==> config.mk <==
export PLATFORM = sky130hd
export DESIGN_NAME = prog_frame_shifter
export DESIGN_NICKNAME = d
export VERILOG_FILES = /design/src/rtl/pfs_pkg.sv /design/src/rtl/pfs_slot_timer.sv /design/src/rtl/pfs_lane_capture.sv /design/src/rtl/pfs_return_lane.sv /design/src/rtl/prog_frame_shifter.sv
export SDC_FILE = /design/constraint.sdc
export NUM_CORES = 1
export LEC_CHECK = 0
export BUFFER_PORTS_ARGS = -buffer_cell sky130_fd_sc_hd__buf_2
export CAP_MARGIN = 25
export CORE_ASPECT_RATIO = 1.25
export CORE_UTILIZATION = 30
export DETAILED_ROUTE_END_ITERATION = 8
export PLACE_DENSITY = 0.45
export SLEW_MARGIN = 20
export SYNTH_ARGS = -nofsm -noshare
export SYNTH_HDL_FRONTEND = slang
export SYNTH_SLANG_ARGS = --single-unit
==> constraint.sdc <==
create_clock -name clk -period 3.9 [get_ports clk]
set_input_delay 0.195 -clock clk [delete_from_list [all_inputs] [get_ports clk]]
set_output_delay 0.195 -clock clk [all_outputs]
set_load 0.02 [all_outputs]
==> src/rtl/pfs_pkg.sv <==
// Shared constants for the programming-port frame shifter.
// Assumes: input lanes are indexed by the enum below.
package pfs_pkg;
    localparam int IN_LANES = 2;

    typedef enum int {
        LANE_DATA  = 0,
        LANE_INSTR = 1
    } lane_idx_e;
endpackage

==> src/rtl/pfs_slot_timer.sv <==
// Divides the external clock into bit slots and counts slots within a frame.
// Assumes: DIV is a power of two and SAMPLE_AT < DIV. Reset is synchronous, active low.
module pfs_slot_timer #(
    parameter int DIV        = 16,
    parameter int SAMPLE_AT  = 7,
    parameter int FRAME_BITS = 11,
    localparam int CW = $clog2(DIV),
    localparam int BW = $clog2(FRAME_BITS)
) (
    input  logic          clk,
    input  logic          rst_n,
    output logic          sample_o,
    output logic          slot_end_o,
    output logic          last_bit_o,
    output logic [BW-1:0] bitpos_o
);
    logic [CW-1:0] cnt_q;
    logic [BW-1:0] pos_q;

    // Advance the in-slot counter each cycle and the slot index at each slot end.
    always_ff @(posedge clk) begin
        if (!rst_n) begin
            cnt_q <= '0;
            pos_q <= '0;
        end else begin
            cnt_q <= (cnt_q == CW'(DIV - 1)) ? '0 : cnt_q + 1'b1;
            if (cnt_q == CW'(DIV - 1))
                pos_q <= (pos_q == BW'(FRAME_BITS - 1)) ? '0 : pos_q + 1'b1;
        end
    end

    assign sample_o   = (cnt_q == CW'(SAMPLE_AT));
    assign slot_end_o = (cnt_q == CW'(DIV - 1));
    assign last_bit_o = (pos_q == BW'(FRAME_BITS - 1));
    assign bitpos_o   = pos_q;
endmodule

==> src/rtl/pfs_lane_capture.sv <==
// Shifts one input lane at each sample tick and presents the full frame,
// including the bit being sampled in this cycle.
// Assumes: sample_i is high for one cycle per slot.
module pfs_lane_capture #(
    parameter int FRAME_BITS = 11
) (
    input  logic                  clk,
    input  logic                  rst_n,
    input  logic                  sample_i,
    input  logic                  lane_i,
    output logic [FRAME_BITS-1:0] frame_o
);
    logic [FRAME_BITS-2:0] sh_q;

    // Collect earlier bits of the frame, oldest in the MSB.
    always_ff @(posedge clk) begin
        if (!rst_n)
            sh_q <= '0;
        else if (sample_i)
            sh_q <= {sh_q[FRAME_BITS-3:0], lane_i};
    end

    assign frame_o = {sh_q, lane_i};
endmodule

==> src/rtl/pfs_return_lane.sv <==
// Holds a byte for the next frame and shifts it MSB first onto the response
// lane. Outside returned data the lane shows the ready level.
// Assumes: frame boundary = slot_end_i and last_bit_i in the same cycle.
module pfs_return_lane #(
    parameter int PAY_BITS = 8,
    parameter int BW       = 4
) (
    input  logic                clk,
    input  logic                rst_n,
    input  logic                slot_end_i,
    input  logic                last_bit_i,
    input  logic [BW-1:0]       bitpos_i,
    input  logic                ready_i,
    input  logic [PAY_BITS-1:0] tx_byte_i,
    input  logic                tx_load_i,
    output logic                lane_o
);
    logic [PAY_BITS-1:0] pend_q;
    logic                pend_v_q;
    logic [PAY_BITS-1:0] word_q;
    logic                rd_frame_q;
    logic                boundary;

    assign boundary = slot_end_i && last_bit_i;

    // Move the pending (or same-cycle) byte into the shifter at a frame boundary,
    // shift at every other slot end, and keep the latest load.
    always_ff @(posedge clk) begin
        if (!rst_n) begin
            pend_q     <= '0;
            pend_v_q   <= 1'b0;
            word_q     <= '0;
            rd_frame_q <= 1'b0;
        end else if (boundary) begin
            word_q     <= tx_load_i ? tx_byte_i : (pend_v_q ? pend_q : '0);
            rd_frame_q <= tx_load_i || pend_v_q;
            pend_q     <= '0;
            pend_v_q   <= 1'b0;
        end else begin
            if (slot_end_i)
                word_q <= {word_q[PAY_BITS-2:0], 1'b0};
            if (tx_load_i) begin
                pend_q   <= tx_byte_i;
                pend_v_q <= 1'b1;
            end
        end
    end

    assign lane_o = (rd_frame_q && (bitpos_i < BW'(PAY_BITS))) ? word_q[PAY_BITS-1] : ready_i;
endmodule

==> src/rtl/prog_frame_shifter.sv <==
// Top of the programming-port frame shifter: two input lanes captured in
// lockstep, format checked at frame end, one response lane driven.
// Assumes: all ports synchronous to clk, rst_n synchronous active low.
module prog_frame_shifter
    import pfs_pkg::*;
#(
    parameter int PAY_BITS   = 8,
    parameter int TRAIL_BITS = 2,
    parameter int DIV        = 16,
    parameter int SAMPLE_AT  = 7,
    localparam int FB = 1 + PAY_BITS + TRAIL_BITS,
    localparam int BW = $clog2(FB)
) (
    input  logic                clk,
    input  logic                rst_n,
    input  logic                data_lane_i,
    input  logic                instr_lane_i,
    input  logic                ready_i,
    input  logic [PAY_BITS-1:0] tx_byte_i,
    input  logic                tx_load_i,
    output logic                resp_lane_o,
    output logic [PAY_BITS-1:0] rx_data_o,
    output logic [PAY_BITS-1:0] rx_instr_o,
    output logic                rx_valid_o,
    output logic                frame_err_o
);
    logic          sample, slot_end, last_bit;
    logic [BW-1:0] bitpos;
    logic [IN_LANES-1:0] lane_in;
    logic [IN_LANES-1:0] lane_ok;
    logic [FB-1:0]       lane_frm [IN_LANES];
    logic                frame_done;

    assign lane_in[LANE_DATA]  = data_lane_i;
    assign lane_in[LANE_INSTR] = instr_lane_i;

    pfs_slot_timer #(.DIV(DIV), .SAMPLE_AT(SAMPLE_AT), .FRAME_BITS(FB)) u_timer (
        .clk(clk), .rst_n(rst_n), .sample_o(sample), .slot_end_o(slot_end),
        .last_bit_o(last_bit), .bitpos_o(bitpos)
    );

    for (genvar g = 0; g < IN_LANES; g++) begin : g_lane
        pfs_lane_capture #(.FRAME_BITS(FB)) u_cap (
            .clk(clk), .rst_n(rst_n), .sample_i(sample),
            .lane_i(lane_in[g]), .frame_o(lane_frm[g])
        );
        assign lane_ok[g] = !lane_frm[g][FB-1] && (lane_frm[g][TRAIL_BITS-1:0] == '0);
    end

    assign frame_done = sample && last_bit;

    // Publish clean frames with a valid strobe, flag malformed ones.
    always_ff @(posedge clk) begin
        if (!rst_n) begin
            rx_data_o   <= '0;
            rx_instr_o  <= '0;
            rx_valid_o  <= 1'b0;
            frame_err_o <= 1'b0;
        end else begin
            rx_valid_o  <= 1'b0;
            frame_err_o <= 1'b0;
            if (frame_done) begin
                if (&lane_ok) begin
                    rx_data_o  <= lane_frm[LANE_DATA][FB-2 -: PAY_BITS];
                    rx_instr_o <= lane_frm[LANE_INSTR][FB-2 -: PAY_BITS];
                    rx_valid_o <= 1'b1;
                end else begin
                    frame_err_o <= 1'b1;
                end
            end
        end
    end

    pfs_return_lane #(.PAY_BITS(PAY_BITS), .BW(BW)) u_ret (
        .clk(clk), .rst_n(rst_n), .slot_end_i(slot_end), .last_bit_i(last_bit),
        .bitpos_i(bitpos), .ready_i(ready_i), .tx_byte_i(tx_byte_i),
        .tx_load_i(tx_load_i), .lane_o(resp_lane_o)
    );
endmodule

==> flow_summary.yaml, run 1 <==
run_status:
  status: "finished, final reports clean"
timing:
  finalMaxSlewViolations: 0
  max_freq_mhz: 453
  slew_headroom_pct: 37.5
  rsz0062_at_grt: "no"
  hold_ws_ns: 0.0831
  tns_ns: 0
  tightestPinTransition_ns: 0.937
  period_minus_slack_ns: 2.21
  fin_crit_sh_pct: 56.6
  finClkSkew_ns: 0.00651
  hold_viol: 0
  setup_viol: 0
synthesis:
  ys_seq_elements: 64
  synth_top_area_cell: "dfxtp_1"
  synth_area_leaders: "dfxtp_1, nand2_1, a21oi_1"
  syn_nets: 303
  synth_top_area_share_pct: 52.3
  synth_cells: 288
  yosysUniqueCellTypes: 36
  syn_area_per_cell_um2: 8.50
  synth_area_um2: 2450
  yosysSeqAreaShare_pct: 52.3
  yosysWarnings: 0
detailed_routing:
  dr.pass1.iters: 4
  wl_um: 5080
  wl_per_cell_um: 12.4
  drc_errors: 0
  drtIter0Drc: 77
  detail-route-antenna-nets: 0
  viasPerCell: 4.77
  vias: 1955
grt:
  grt_pass1_vias: 1943
  grt_max_degree: 45
  grt-ovfl-total: 0
  groute.usage.overall_pct: 13.2
  antenna_found_initial: 0
  grt_pass1_wl_um: 9030
power:
  leakagePower_uw: 0.00102
  power_frac_seq_pct: 54.7
  p_switching_uw: 280
  power_uw: 1220
  swShare_pct: 23.0
  internal_power_uw: 937
  combPwrFrac_pct: 3.7
  p_per_area_nw_per_um2: 434
  clkPwrFrac_pct: 41.6
  vdd_drop_max_uv: 187
layout:
  nets: 326
  final_util_pct: 35.8
  antenna_cells: 0
  final_common_cell: "dfxtp_1"
  final_cell_mix: "dfxtp_1, nand2_1, a21oi_1"
  area_growth_pct: 14.5
  fill_cells: 854
  fin_cells: 410
  drive_gt1_share_pct: 17.1
floorplan:
  floorplan.initialDensity_pct: 31.2
  die_height_um: 103
  die_x_um: 82.8
  die_area_um2: 8530
  design.core.area_um2: 7840
  io_pins: 33
  rows: 36
clock_tree:
  hold_buffers: 0
  clock-root-buffer: "clkbuf_8"
  worstSkewPairLatency_ns: 0.33
  cts_htree_levels: 3
  clk_pin_slew_worst_paths_ns: 0.07
  clk_path_buf_depth: 2
  post-cts-setup-buffers: 0
  tritoncts: "yes"
  cts_buffers: 9
  clkSinkCount: 64
  cts_resized: 0
setup_path:
  slowest_stage: "nand4_2"
  start_kind: "register"
  r2r-start: "u_timer.cnt_q[0]$_SDFF_PP0_"
  path_class: "register to register"
  end_kind: "register"
  reg2reg_to: "rx_data_o[6]$_SDFFE_PN0P_"
  crit_chain: "ha_1, and3b_1, buf_4, nand4_2, nand3_1, o21ai_1"
  worstPathMaxFanout: 32
  r2r_setup_slack_ns: 1.69
  required_ns: 4.10
  r2r_cells: 6
  endpoint: "rx_data_o[6]$_SDFFE_PN0P_"
  cpPeakStageDelay_ns: 0.62
  startpoint: "u_timer.cnt_q[0]$_SDFF_PP0_"
  arrival_ns: 2.41
worst_hold_path:
  hp-class: "input pin to register"
placement:
  placedCellCount: 395
  io_buffers: 32
  place_congestion: 0.693
  dp_hpwl_um: 3140
job:
  maxCapViolCount: 0
worst max-delay path, delay by kind of cell (launching register included):
family	cells	cell delay, ns
adders and majority gates	1	0.27
and+or+nand+nor	3	1.10
DFF	1	0.35
buffers and inverters	1	0.25
AOI/OAI and AO/OA	1	0.08
state kept, by name (all words and copies together) (netlist names):
name / count
rx_instr_o: 8
u_ret.pend_v_q: 1
rx_data_o: 8
u_ret.rd_frame_q: 1
u_ret.word_q: 8
g_lane.u_cap.sh_q: 20
frame_err_o: 1
rx_valid_o: 1
u_ret.pend_q: 8
u_timer.bitpos_o: 4
u_timer.cnt_q: 4
final cells by class:
| type | instances | area (um^2) | share of cell area, % |
|---|---|---|---|
| Sequential cell | 64 | 1280 | 45.7 |
| Multi-Input combinational cell | 202 | 1060 | 37.8 |
| Timing Repair Buffer | 33 | 168 | 5.98 |
| Clock buffer | 12 | 155 | 5.53 |
| Tap cell | 95 | 119 | 4.24 |
| Clock inverter | 3 | 17.5 | 0.625 |
| Inverter | 1 | 3.75 | 0.134 |
per-stage QoR:
stage	setup slack, ns	area (um^2)
after floorplan	2.55	2450
after global placement	1.73	2630
after detailed placement	1.71	2630
after CTS	1.70	2800
after global routing	1.42	2800
final	1.69	2800
power by group through the flow:
| stage | clock network [uW] | logic, uW | registers [uW] |
|---|---|---|---|
| 6_report | 506 | 45.5 | 665 |
| 5_1_grt | 552 | 52.5 | 666 |
| 4_1_cts | 527 | 46.4 | 665 |
| 3_5_place_dp | 0 | 46.5 | 680 |
| 3_3_place_gp | 0 | 45.8 | 680 |
| 2_1_floorplan | 0 | 32.2 | 679 |
how the worst min path moves through the flow:
| stage | from | to | slack (ns) | cells after the start |
|---|---|---|---|---|
| floorplan | instr_lane_i | rx_valid_o$_SDFF_PN0_ | 0.27 | 1 |
| global route | instr_lane_i | rx_valid_o$_SDFF_PN0_ | 0.07 | 2 |
| detailed placement | instr_lane_i | rx_valid_o$_SDFF_PN0_ | 0.43 | 2 |
| CTS | instr_lane_i | rx_valid_o$_SDFF_PN0_ | 0.07 | 2 |
| finish | instr_lane_i | rx_valid_o$_SDFF_PN0_ | 0.08 | 2 |
| global placement | u_timer.cnt_q[0]$_SDFF_PP0_ | u_timer.cnt_q[0]$_SDFF_PP0_ | 0.43 | 1 |
Yosys cell counts, drive strengths merged:
master / count
nor2: 17
ha: 1
nor3: 8
nor2b: 3
nand2b: 2
nand3: 21
nor4: 2
and3: 2
nand4bb: 1
and4b: 1
a221oi: 1
nor4b: 1
and2: 1
nand4: 1
o21ai: 27
dfxtp: 64
a311oi: 1
nand2: 58
inv: 1
nor3b: 1
o211ai: 1
a22oi: 1
xor2: 1
buf: 14
and3b: 1
and4bb: 1
xnor2: 1
clkbuf: 7
mux2: 1
a21oi: 39
mux2i: 7
routing by layer:
| layer | vias up | track usage [%] | part of all wire (%) |
|---|---|---|---|
| li1 | 1025 | - | - |
| met1 | 892 | 15.5 | 49 |
| met2 | 31 | 22.5 | 46 |
| met3 | 7 | 3.12 | 3.1 |
| met4 | 0 | 7.56 | 1.8 |
| met5 | - | 0 | 0 |
logic make-up after synthesis:
family	after synthesis	synth area share, %
xor+xnor	2	0.716
compound gates	70	15.0
flops	64	52.3
fa+ha+maj	1	0.511
simple gates	121	23.8
buf+inv	22	4.39
mux	8	3.32
(Power assumes the default switching activity.)
==> run 2, diff against run 1 <==
- clock period: 3.9 -> 2.1 ns (I/O delays scaled with it)
==> run 2 against run 1 <==
  * Hold slack worse by 0.067 ns
  * Clock-buffer cell count unchanged
  * Flip-flop and latch count is the same
  * Clock skew grew 0.0019 ns
  * Register-to-register slack got worse by 1.3 ns
  * Largest cell class unchanged
  * Sequential share of layout area down 0.76 points
  * Clock power grew 87%
  * Critical path depth is the same
  * Core utilization increased by 0.61 points
  * Design area increased by 1.7%
==> flow_summary.yaml, run 2 (same netlist as run 1, synthesis figures left out) <==
floorplan:
  rows: 36
  die_x_um: 82.8
  die_area_um2: 8530
  die_height_um: 103
  io_pins: 33
  floorplan.initialDensity_pct: 31.2
  design.core.area_um2: 7840
power:
  p_per_area_nw_per_um2: 796
  leakagePower_uw: 0.00105
  vdd_drop_max_uv: 367
  p_switching_uw: 525
  swShare_pct: 23.1
  clkPwrFrac_pct: 41.7
  internal_power_uw: 1740
  power_frac_seq_pct: 54.5
  combPwrFrac_pct: 3.8
timing:
  rsz0062_at_grt: "no"
  setup_viol: 0
  period_minus_slack_ns: 1.71
  slew_headroom_pct: 55.4
  finClkSkew_ns: 0.00837
  max_freq_mhz: 585
  tightestPinTransition_ns: 0.668
  finalMaxSlewViolations: 0
  hold_viol: 0
  hold_ws_ns: 0.0162
  tns_ns: 0
  fin_crit_sh_pct: 81.4
layout:
  final_util_pct: 36.4
  final_common_cell: "dfxtp_1"
  regMostFlops: "g_lane.u_cap.sh_q"
  drive_gt1_share_pct: 18.4
  fill_cells: 866
  nets: 332
  final_cell_mix: "dfxtp_1, nand2_1, a21oi_1"
  antenna_cells: 0
  area_growth_pct: 16.5
  largest_register_ffs: 20
setup_path:
  arrival_ns: 1.93
  path_class: "register to register"
  r2r_setup_slack_ns: 0.39
  required_ns: 2.32
  end_kind: "register"
  reg2reg_to: "rx_instr_o[3]$_SDFFE_PN0P_"
  r2r-start: "u_timer.cnt_q[0]$_SDFF_PP0_"
  start_kind: "register"
  r2r_cells: 6
  worstPathMaxFanout: 32
placement:
  place_congestion: 0.702
  io_buffers: 32
  dp_hpwl_um: 3260
grt:
  antenna_found_initial: 0
  grt.met1_usage_pct: 15.3
  groute.usage.overall_pct: 13.0
  busiest_layer: "met2"
  grt_util_met2_pct: 21.9
  grt_pass1_vias: 1957
  grt-ovfl-total: 0
  grt_pass1_wl_um: 8820
  use_met3_pct: 3.12
  grt_max_degree: 33
detailed_routing:
  viasPerCell: 4.72
  dr.pass1.iters: 4
  detail-route-antenna-nets: 0
  drtIter0Drc: 53
  drc_errors: 0
  wl_per_cell_um: 12.1
  vias: 1964
  wl_um: 5020
worst_hold_path:
  hp-class: "input pin to register"
  hp-start: "tx_byte_i[7]"
  hold_depth: 3
  whs_endpoint: "u_ret.pend_q[7]$_SDFFE_PP0P_"
clock_tree:
  clk_pin_slew_worst_paths_ns: 0.07
  clkSinkCount: 64
  cts_buffers: 9
  cts_resized: 0
  clock-root-buffer: "clkbuf_8"
  clk_path_buf_depth: 2
  cts_htree_levels: 3
  tritoncts: "yes"
  worstSkewPairLatency_ns: 0.34
job:
  maxCapViolCount: 0
run_status:
  status: "finished, final reports clean"
[run 2: routing by layer]
metal  wire [um]  part of all wire, %
met4         110                  2.2
met5           0                    0
met3         161                  3.2
met2        2280                   45
met1        2470                   49
[run 2: repair_timing]
action / CTS / global route
hold buffers: 1 / 0
hold endpoints to repair: 1 / 0
buffers inserted: 0 / 0
endpoints found under the setup margin: 0 / 0
[run 2: layout make-up]
| type | instances | area, um^2 | share of cell area, % |
|---|---|---|---|
| sequential | 64 | 1280 | 44.9 |
| clock inverter | 3 | 17.5 | 0.614 |
| tap | 95 | 119 | 4.17 |
| timing repair buffer | 39 | 215 | 7.55 |
| multi-input combinational | 202 | 1060 | 37.2 |
| inverter | 1 | 3.75 | 0.132 |
| clock buffer | 12 | 155 | 5.44 |
[run 2: metrics by stage]
| stage | instances | power (uW) | area (um^2) | setup slack (ns) |
|---|---|---|---|---|
| after floorplan | 288 | 1320 | 2450 | 0.746 |
| after global placement | 400 | 1350 | 2670 | 0.463 |
| after detailed placement | 400 | 1350 | 2670 | 0.400 |
| after CTS | 416 | 2300 | 2850 | 0.398 |
| after global routing | 416 | 2360 | 2850 | 0.218 |
| final | 416 | 2270 | 2850 | 0.391 |
[run 2: power groups by stage]
| stage | Combinational, uW | Clock, uW | Sequential (uW) |
|---|---|---|---|
| after floorplan | 59.8 | 0 | 1260 |
| after global placement | 87.6 | 0 | 1260 |
| after detailed placement | 87.6 | 0 | 1260 |
| after CTS | 89.2 | 974 | 1240 |
| after global routing | 99.3 | 1020 | 1240 |
| final | 87.1 | 946 | 1240 |
[run 2: how the worst max path moves through the flow]
stage,start,to
floorplan,u_timer.cnt_q[0]$_SDFF_PP0_,rx_data_o[0]$_SDFFE_PN0P_
global placement,u_timer.cnt_q[0]$_SDFF_PP0_,rx_instr_o[1]$_SDFFE_PN0P_
detailed placement,u_timer.cnt_q[0]$_SDFF_PP0_,rx_instr_o[3]$_SDFFE_PN0P_
CTS,u_timer.cnt_q[0]$_SDFF_PP0_,rx_instr_o[3]$_SDFFE_PN0P_
global route,u_timer.cnt_q[0]$_SDFF_PP0_,rx_instr_o[3]$_SDFFE_PN0P_
finish,u_timer.cnt_q[0]$_SDFF_PP0_,rx_instr_o[3]$_SDFFE_PN0P_
[run 2: critical path, stage by stage, from the launching register on]
cell and delay (ns):
dfxtp_1 0.35, ha_1 0.28, and3b_1 0.41, nand4_2 0.13, buf_4 0.26, nand3_1 0.12, o21ai_1 0.07
==> run 3, diff against run 2 <==
- PLACE_DENSITY: 0.45 -> 0.47
- clock period: 2.1 -> 1.5 ns (I/O delays scaled with it)
==> run 3 against run 2 <==
  * Critical path type is now input pin to register
  * Hold slack worse by 0.0017 ns
  * First-iteration DRC count is 60% higher
  * Register-to-register slack got worse by 0.30 ns
  * Core utilization up 1.1 points
==> flow_summary.yaml, run 3 (same netlist as run 1, synthesis figures left out) <==
run_status:
  status: "finished, final reports clean"
grt:
  grt_pass1_vias: 1876
  grt_max_degree: 44
  grt_pass1_wl_um: 8770
  antenna_found_initial: 0
  groute.usage.overall_pct: 13.2
  grt-ovfl-total: 0
clock_tree:
  cts_htree_levels: 3
  cts_buffers: 9
  clk_path_buf_depth: 2
  clock-root-buffer: "clkbuf_8"
  post-cts-setup-buffers: 0
  worstSkewPairLatency_ns: 0.34
  tritoncts: "yes"
  clk_pin_slew_worst_paths_ns: 0.07
  clkSinkCount: 64
detailed_routing:
  wl_met1_um: 2510
  met3_wirelength_um: 148
  drc_errors: 0
  drtIter0Drc: 85
  wl_met2_um: 2370
  wl_per_cell_um: 12.1
  wl_um: 5110
  viasPerCell: 4.80
  top_layer_used: "met4"
  dr.pass1.iters: 4
  vias: 2027
  detail-route-antenna-nets: 0
layout:
  regMostFlops: "g_lane.u_cap.sh_q"
  drive_gt1_share_pct: 20.8
  antenna_cells: 0
  final_common_cell: "dfxtp_1"
  nets: 338
  area_growth_pct: 19.9
  final_cell_mix: "dfxtp_1, nand2_1, a21oi_1"
  fill_cells: 847
  largest_register_ffs: 20
  final_cell_area_um2: 2940
timing:
  slew_headroom_pct: 62.7
  hold_ws_ns: 0.0144
  max_freq_mhz: 688
  fin_crit_sh_pct: 96.9
  hold_viol: 0
  tns_ns: 0
  finalMaxSlewViolations: 0
  setup_viol: 0
  rsz0062_at_grt: "yes"
  period_minus_slack_ns: 1.45
  finClkSkew_ns: 0.00836
  tightestPinTransition_ns: 0.558
floorplan:
  die_x_um: 82.8
  floorplan.initialDensity_pct: 31.2
  rows: 36
  die_area_um2: 8530
  io_pins: 33
  design.core.area_um2: 7840
  die_height_um: 103
setup_path:
  path_delay_family: "buffers and inverters"
  slowest_stage: "dlygate4sd3_1"
  path_class: "input pin to register"
  crit_chain: "dlygate4sd3_1, buf_2, nor4_2, nand4_2, buf_12, nand3_1, o21ai_1"
  cpPeakStageDelay_ns: 0.53
  worstPathMaxFanout: 32
  r2r_cells: 5
  startpoint: "data_lane_i"
  r2r_setup_slack_ns: 0.09
  end_kind: "register"
  start_kind: "input pin"
  worst-path-buf-inv: 3
  cp.depth: 7
  required_ns: 1.73
  arrival_ns: 1.68
  r2r-start: "u_timer.cnt_q[0]$_SDFF_PP0_"
job:
  maxCapViolCount: 0
placement:
  place_congestion: 0.773
  dp_hpwl_um: 3340
  io_buffers: 32
  dpl_cell_area_um2: 2730
worst_hold_path:
  hold_depth: 3
  hp-start: "tx_byte_i[3]"
  hp-class: "input pin to register"
power:
  p_per_area_nw_per_um2: 1080
  leakagePower_uw: 0.00109
  vdd_drop_max_uv: 449
  power_uw: 3170
==> run 3: cell types whose count changed in the layout (fill, tap and decap cells not counted), sizes merged <==
cell	previous run	this run
buf	38	43
dlygate4sd3	1	2
==> run 3: layout make-up <==
| type | count | area, um^2 | share of cell area, % |
|---|---|---|---|
| flip-flops and latches | 64 | 1280 | 43.7 |
| well taps | 95 | 119 | 4.05 |
| clock inverters | 3 | 17.5 | 0.597 |
| multi-input cells | 202 | 1070 | 36.4 |
| repair buffers | 45 | 288 | 9.80 |
| inverters | 1 | 3.75 | 0.128 |
| clock buffers | 12 | 155 | 5.29 |
==> run 3: routing by layer <==
layer / vias to the layer above / track usage (%)
met1: 922 / 15.3
met3: 9 / 3.36
li1: 1061 / -
met2: 35 / 22.3
met4: 0 / 7.56
met5: - / 0
==> run 3: repair_timing <==
item / 4_1_cts / 5_1_grt
hold buffers: 2 / 0
endpoints found under the hold margin: 2 / 0
gates resized for setup: 0 / 4
endpoints found under the setup margin: 0 / 19
==> run 3: path summary, 6_finish.rpt <==
path | to
hold / removal | u_ret.pend_q[3]$_SDFFE_PP0P_
hold reg to reg | rx_instr_o[5]$_SDFFE_PN0P_
setup reg to reg | rx_valid_o$_SDFF_PN0_
setup / recovery | rx_instr_o[1]$_SDFFE_PN0P_
==> run 3: power breakdown <==
part | total [uW] | switching [uW] | internal, uW
registers | 1730 | 9.90 | 1720
logic | 130 | 79.2 | 50.4
clock network | 1310 | 638 | 675
total | 3170 | 727 | 2450
==> run 3: metrics by stage <==
step,util [%],setup WS (ns),std cells
detailed placement,34.8,0.0627,405
global route,37.5,-0.0115,422
global placement,34.8,0.0997,405
CTS,37.3,0.0376,422
floorplan,-,0.146,288
finish,37.5,0.0466,422
==> run 3: worst reg2reg max path, stage by stage, from the launching register on <==
cell and delay [ns]:
dfxtp_1 0.35, ha_2 0.21, and3b_1 0.22, buf_4 0.16, nand3_1 0.11, nor4b_2 0.28
